--- config.mk ---
export PLATFORM = sky130hd
export DESIGN_NAME = wm_ifetch_way_memo
export DESIGN_NICKNAME = d
export VERILOG_FILES = /design/src/rtl/wm_pkg.sv /design/src/rtl/wm_operand_sel.sv /design/src/rtl/wm_way_tracker.sv /design/src/rtl/wm_gate_decode.sv /design/src/rtl/wm_ifetch_way_memo.sv
export SDC_FILE = /design/constraint.sdc
export NUM_CORES = 1
export LEC_CHECK = 0
export BUFFER_PORTS_ARGS = -buffer_cell sky130_fd_sc_hd__buf_2
export CORE_ASPECT_RATIO = 0.9
export CORE_UTILIZATION = 46
export CTS_BUF_LIST = sky130_fd_sc_hd__clkbuf_8
export CTS_CLUSTER_DIAMETER = 120
export CTS_CLUSTER_SIZE = 28
export DETAILED_ROUTE_END_ITERATION = 6
export PLACE_DENSITY = 0.82
export SYNTH_ARGS = -nofsm -noshare
export SYNTH_HDL_FRONTEND = slang
export SYNTH_SLANG_ARGS = --single-unit
--- constraint.sdc ---
create_clock -name clk -period 9.3 [get_ports clk]
set_input_delay 1.395 -clock clk [delete_from_list [all_inputs] [get_ports clk]]
set_output_delay 1.395 -clock clk [all_outputs]
set_load 0.01 [all_outputs]
--- src/rtl/wm_pkg.sv ---
package wm_pkg;
    typedef enum logic [1:0] {
        FLOW_SEQ    = 2'b00,
        FLOW_BRANCH = 2'b01,
        FLOW_RETURN = 2'b10,
        FLOW_ALT    = 2'b11
    } flow_e;

    typedef enum logic {
        WAY_UNKNOWN = 1'b0,
        WAY_KNOWN   = 1'b1
    } track_e;
endpackage

--- src/rtl/wm_operand_sel.sv ---
module wm_operand_sel #(
    parameter int ADDR_W = 32,
    parameter int STRIDE = 8
) (
    input  logic [1:0]        flow,
    input  logic [ADDR_W-1:0] pc,
    input  logic [ADDR_W-1:0] br_offset,
    input  logic [ADDR_W-1:0] link_addr,
    output logic [ADDR_W-1:0] base,
    output logic [ADDR_W-1:0] disp
);
    import wm_pkg::*;
    localparam logic [ADDR_W-1:0] STEP = ADDR_W'(STRIDE);

    always_comb begin
        unique case (flow_e'(flow))
            FLOW_BRANCH: begin
                base = pc;
                disp = br_offset;
            end
            FLOW_RETURN: begin
                base = link_addr;
                disp = '0;
            end
            default: begin
                base = pc;
                disp = STEP;
            end
        endcase
    end
endmodule

--- src/rtl/wm_way_tracker.sv ---
module wm_way_tracker #(
    parameter int WAY_W = 1
) (
    input  logic             clk,
    input  logic             rst_n,
    input  logic             flush,
    input  logic             fetch_valid,
    input  logic             reuse,
    input  logic             buf_hit,
    input  logic [WAY_W-1:0] buf_way,
    input  logic [WAY_W-1:0] cache_way,
    output logic             known,
    output logic [WAY_W-1:0] held_way
);
    import wm_pkg::*;

    track_e           state_q, state_d;
    logic [WAY_W-1:0] way_d;

    always_ff @(posedge clk or negedge rst_n) begin
        if (!rst_n) begin
            state_q  <= WAY_UNKNOWN;
            held_way <= '0;
        end else begin
            state_q  <= state_d;
            held_way <= way_d;
        end
    end

    always_comb begin
        state_d = state_q;
        unique case (state_q)
            WAY_UNKNOWN: if (flush)            state_d = WAY_UNKNOWN;
                         else if (fetch_valid) state_d = WAY_KNOWN;
            WAY_KNOWN:   if (flush)            state_d = WAY_UNKNOWN;
            default:     state_d = WAY_UNKNOWN;
        endcase
    end

    always_comb begin
        way_d = held_way;
        if (fetch_valid) begin
            if (reuse)        way_d = held_way;
            else if (buf_hit) way_d = buf_way;
            else              way_d = cache_way;
        end
    end

    assign known = (state_q == WAY_KNOWN);

    AST_FLUSH_FORGETS: assert property (@(posedge clk) disable iff (!rst_n)
        flush |=> !known);
    AST_IDLE_HOLDS: assert property (@(posedge clk) disable iff (!rst_n)
        (!fetch_valid && !flush) |=> ($stable(held_way) && $stable(known)));
endmodule

--- src/rtl/wm_gate_decode.sv ---
module wm_gate_decode #(
    parameter int NUM_WAYS = 2,
    parameter int WAY_W    = 1
) (
    input  logic                fetch_valid,
    input  logic                reuse,
    input  logic                buf_hit,
    input  logic [WAY_W-1:0]    held_way,
    input  logic [WAY_W-1:0]    buf_way,
    output logic                tag_disable,
    output logic [NUM_WAYS-1:0] way_disable,
    output logic                buf_query
);
    logic [WAY_W-1:0]    sel_way;
    logic [NUM_WAYS-1:0] sel_onehot;

    assign sel_way = reuse ? held_way : buf_way;

    for (genvar w = 0; w < NUM_WAYS; w++) begin : g_way
        assign sel_onehot[w] = (sel_way == WAY_W'(w));
    end

    always_comb begin
        buf_query = fetch_valid && !reuse;
        if (!fetch_valid) begin
            tag_disable = 1'b1;
            way_disable = '1;
        end else if (reuse || buf_hit) begin
            tag_disable = 1'b1;
            way_disable = ~sel_onehot;
        end else begin
            tag_disable = 1'b0;
            way_disable = '0;
        end
    end
endmodule

--- src/rtl/wm_ifetch_way_memo.sv ---
module wm_ifetch_way_memo #(
    parameter int ADDR_W     = 32,
    parameter int LINE_BYTES = 32,
    parameter int STRIDE     = 8,
    parameter int NUM_WAYS   = 2,
    parameter int WAY_W      = (NUM_WAYS > 1) ? $clog2(NUM_WAYS) : 1
) (
    input  logic                clk,
    input  logic                rst_n,
    input  logic                flush,
    input  logic                fetch_valid,
    input  logic [1:0]          flow_kind,
    input  logic [ADDR_W-1:0]   pc,
    input  logic [ADDR_W-1:0]   br_offset,
    input  logic [ADDR_W-1:0]   link_addr,
    input  logic                buf_hit,
    input  logic [WAY_W-1:0]    buf_way,
    input  logic [WAY_W-1:0]    cache_way,
    output logic [ADDR_W-1:0]   buf_base,
    output logic [ADDR_W-1:0]   buf_disp,
    output logic                buf_query,
    output logic [ADDR_W-1:0]   next_addr,
    output logic                tag_disable,
    output logic [NUM_WAYS-1:0] way_disable
);
    localparam int OFS_W = $clog2(LINE_BYTES);

    logic             known;
    logic [WAY_W-1:0] held_way;
    logic             same_line;
    logic             reuse;

    wm_operand_sel #(.ADDR_W(ADDR_W), .STRIDE(STRIDE)) u_sel (
        .flow(flow_kind), .pc(pc), .br_offset(br_offset),
        .link_addr(link_addr), .base(buf_base), .disp(buf_disp)
    );

    assign next_addr = buf_base + buf_disp;
    assign same_line = (next_addr[ADDR_W-1:OFS_W] == pc[ADDR_W-1:OFS_W]);
    assign reuse     = fetch_valid && known && same_line;

    wm_way_tracker #(.WAY_W(WAY_W)) u_track (
        .clk(clk), .rst_n(rst_n), .flush(flush), .fetch_valid(fetch_valid),
        .reuse(reuse), .buf_hit(buf_hit), .buf_way(buf_way),
        .cache_way(cache_way), .known(known), .held_way(held_way)
    );

    wm_gate_decode #(.NUM_WAYS(NUM_WAYS), .WAY_W(WAY_W)) u_gate (
        .fetch_valid(fetch_valid), .reuse(reuse), .buf_hit(buf_hit),
        .held_way(held_way), .buf_way(buf_way), .tag_disable(tag_disable),
        .way_disable(way_disable), .buf_query(buf_query)
    );

    AST_REUSE_NO_QUERY: assert property (@(posedge clk) disable iff (!rst_n)
        reuse |-> (!buf_query && tag_disable));
    AST_GATED_ONE_WAY: assert property (@(posedge clk) disable iff (!rst_n)
        (fetch_valid && tag_disable) |-> ($countones(~way_disable) == 1));
    AST_MISS_OPENS_ALL: assert property (@(posedge clk) disable iff (!rst_n)
        (fetch_valid && !tag_disable) |-> (way_disable == '0 && buf_query));
    AST_IDLE_QUIET: assert property (@(posedge clk) disable iff (!rst_n)
        !fetch_valid |-> (tag_disable && (&way_disable) && !buf_query));
    AST_RETURN_TARGET: assert property (@(posedge clk) disable iff (!rst_n)
        (flow_kind == 2'b10) |-> (next_addr == link_addr));
endmodule

==> impl_metrics.ini <==
[critical_path]
path_class = input port to output pin
critPathTopFamily = simple AND/OR/NAND/NOR gates
worstSetupStartpointType = input port
cp.depth = 16
crit_required_ps = 7910
cp_slowest_cell = nor2b_2
crit_fanout = 31
cp.arrival_ps = 6880
path_cells = buf_2, inv_1, ha_1, nor2b_2, and2_1, ha_1, a211o_1, a21o_1, a222oi_1, o211ai_1, a2111oi_0, nand4_1, or4_1, or4_1, mux2_4, buf_2
reg2reg_depth = 10
critPathMaxStageDelay_ps = 840
path_buf_inv = 3
end_kind = output pin

[logic_synthesis]
synth-seq-cells = 2
synth_cell_types = 68
syn_inst = 463
avgSynthCellArea_um2 = 7.399
synth_top_area_share = 0.1205
synth_common_cells = a21oi_1, and2_1, ha_1, mux2_2, xnor2_1
yosys_warnings = 0
yosysTopAreaCell = ha_1
synth_most_common_cell = a21oi_1
async_flop_share = 1.000
syn_nets = 602
synth_edf_count = 0
syn_area_um2 = 3426
synth.area.top_cells = ha_1, mux2_2, xnor2_1
seq_area_frac_synth = 0.01461
synthFlopType = dfrtp_1

[hold_path]
hold_path.class = register to register
whs_path_depth = 2

[clock_network]
post_cts_resize_count = 0
cts_buffer_depth = 2
h-tree-depth = 1
root_buffer = clkbuf_8
cts-hold-fix-buffers = 0
cts_tree = done
clk_latency_ps = 210
cts_buffers = 3
postCtsSetupRepairBufs = 0
clk_pin_slew_ps = 30
numClockSinks = 2

[floorplan]
ios = 205
core_area_um2 = 7112
die_width_um = 92.97
dieArea_um2 = 7797
initial_core_util = 0.4817
die_y_um = 83.87
row_count = 29

[power]
p_leak_nw = 2.290
power_density_nw_per_um2 = 75.31
ir_drop_uv = 116.9

[sta]
setup_viol = 0
setup_tns_ps = 0
drv_slew = 0
rsz0062_at_grt = no
finalClockSkew_ps = 0.8944
slew_headroom = 0.2799
worst-slew-pin-transition_ps = 1075
fin_ws_ps = 1027
fmax_mhz = 120.9
finalHoldViolCount = 0
period_share = 0.8896
fin_crit_ps = 8273

[route]
dr.first_iter.drc_count = 222
vias = 4220
wl_um = 11990
dr.pass1.iters = 5
avgRoutedWirePerCell_um = 16.31
drc = 0
routed_via_density = 5.741
ant_nets = 0

[finish]
synthToLayoutAreaGrowth_pct = 31.01
final_nets = 783
diodes = 0
fill_cells = 665
drive_gt1_frac = 0.4003

[run_status]
status = finished clean

[place]
gp_congestion = 0.9272
post-place-ws_ps = 1026
portBuffers = 204
dp_hpwl_um = 10210

[global_route]
grt_pass1_vias = 3769
grt_max_degree = 32
grt_pass1_wl_um = 18660
antenna_found_initial = 0
grt_overflow = 0
grt.total_usage = 0.2920

[flow_run]
drv_cap = 0
==> cell type report <==
cell class | instances | area (um^2) | area share
sequential | 2 | 50.05 | 0.01115
clock buffer | 3 | 41.29 | 0.009200
inverter | 15 | 56.30 | 0.01255
multi-input combinational | 416 | 3188 | 0.7103
tap | 93 | 116.4 | 0.02593
timing repair buffer | 206 | 1036 | 0.2308
==> power by group <==
group	leakage, nW	switching, mW	internal (mW)	total [mW]
Clock	0.0216	0.00782	0.0275	0.0353
Combinational	2.24	0.164	0.129	0.293
Sequential	0.0236	0.000523	0.00953	0.0101
==> layout by cell type, fill, tap and decap left out, types with 15 or more instances in the layout <==
cell | netlist | routed
a21oi_1 | 37 | 37
and2_1 | 36 | 36
buf_2 | 14 | 204
ha_1 | 33 | 33
inv_1 | 15 | 15
mux2_2 | 31 | 31
nand2_1 | 27 | 27
nor2_1 | 23 | 23
xnor2_1 | 31 | 31
xor2_1 | 21 | 21
==> state kept, by name (all words and copies together), names as in the netlist <==
signal,cells
u_track.held_way,1
u_track.known,1
==> cell families (layout without fill, tap and decap cells) <==
| family | Yosys count | in the layout | synth area share |
|---|---|---|---|
| and+or+nand+nor | 142 | 142 | 0.2221 |
| DFF | 2 | 2 | 0.01461 |
| xor gates and xnor gates | 57 | 57 | 0.1662 |
| muxes | 38 | 38 | 0.1238 |
| AOI/OAI and AO/OA | 145 | 145 | 0.2915 |
| adders and majority gates | 34 | 34 | 0.1264 |
| buffers and inverters | 45 | 224 | 0.05551 |
==> worst paths after layout <==
| check | endpoint | slack, ps | from |
|---|---|---|---|
| setup / recovery | way_disable[1] | 1030 | flow_kind[0] |
| hold / removal | u_track.known | 490 | u_track.known |
| setup reg to reg | u_track.held_way | 6000 | u_track.known |
| hold reg to reg | u_track.known | 490 | u_track.known |
| max in group asynchronous | u_track.held_way | 8240 | rst_n |
| min in group asynchronous | u_track.known | 960 | rst_n |
==> worst reg2reg max path, stage by stage (launching register included) <==
cell,delay (ps)
dfrtp_1,330
nand2_1,60
a21oi_1,150
o221ai_1,170
or4_1,430
a2111o_1,370
nor4_2,200
nand4_1,160
or4_1,460
or4_1,610
a31oi_1,260
==> per-layer routing <==
metal,wire length [um],global-route usage,vias to the layer above,share of wire
met5,0,0,-,0
met4,64,0.02657,0,0.0053
met3,674,0.01275,6,0.056
met2,5432,0.4833,186,0.45
met1,5817,0.4307,1942,0.49
li1,-,-,2086,-
==> per-stage QoR <==
stage	total power, mW	instances	instance area, um^2	util	hold WS (ps)
floorplan	0.2013	463	3426	-	460.4
global placement	0.2968	732	4447	0.6253	481.7
detailed placement	0.2983	732	4447	0.6253	484.3
CTS	0.3362	735	4488	0.6311	492.3
global route	0.3634	735	4488	0.6311	525.2
finish	0.3380	735	4488	0.6311	489.4
(Power assumes the default switching activity.)
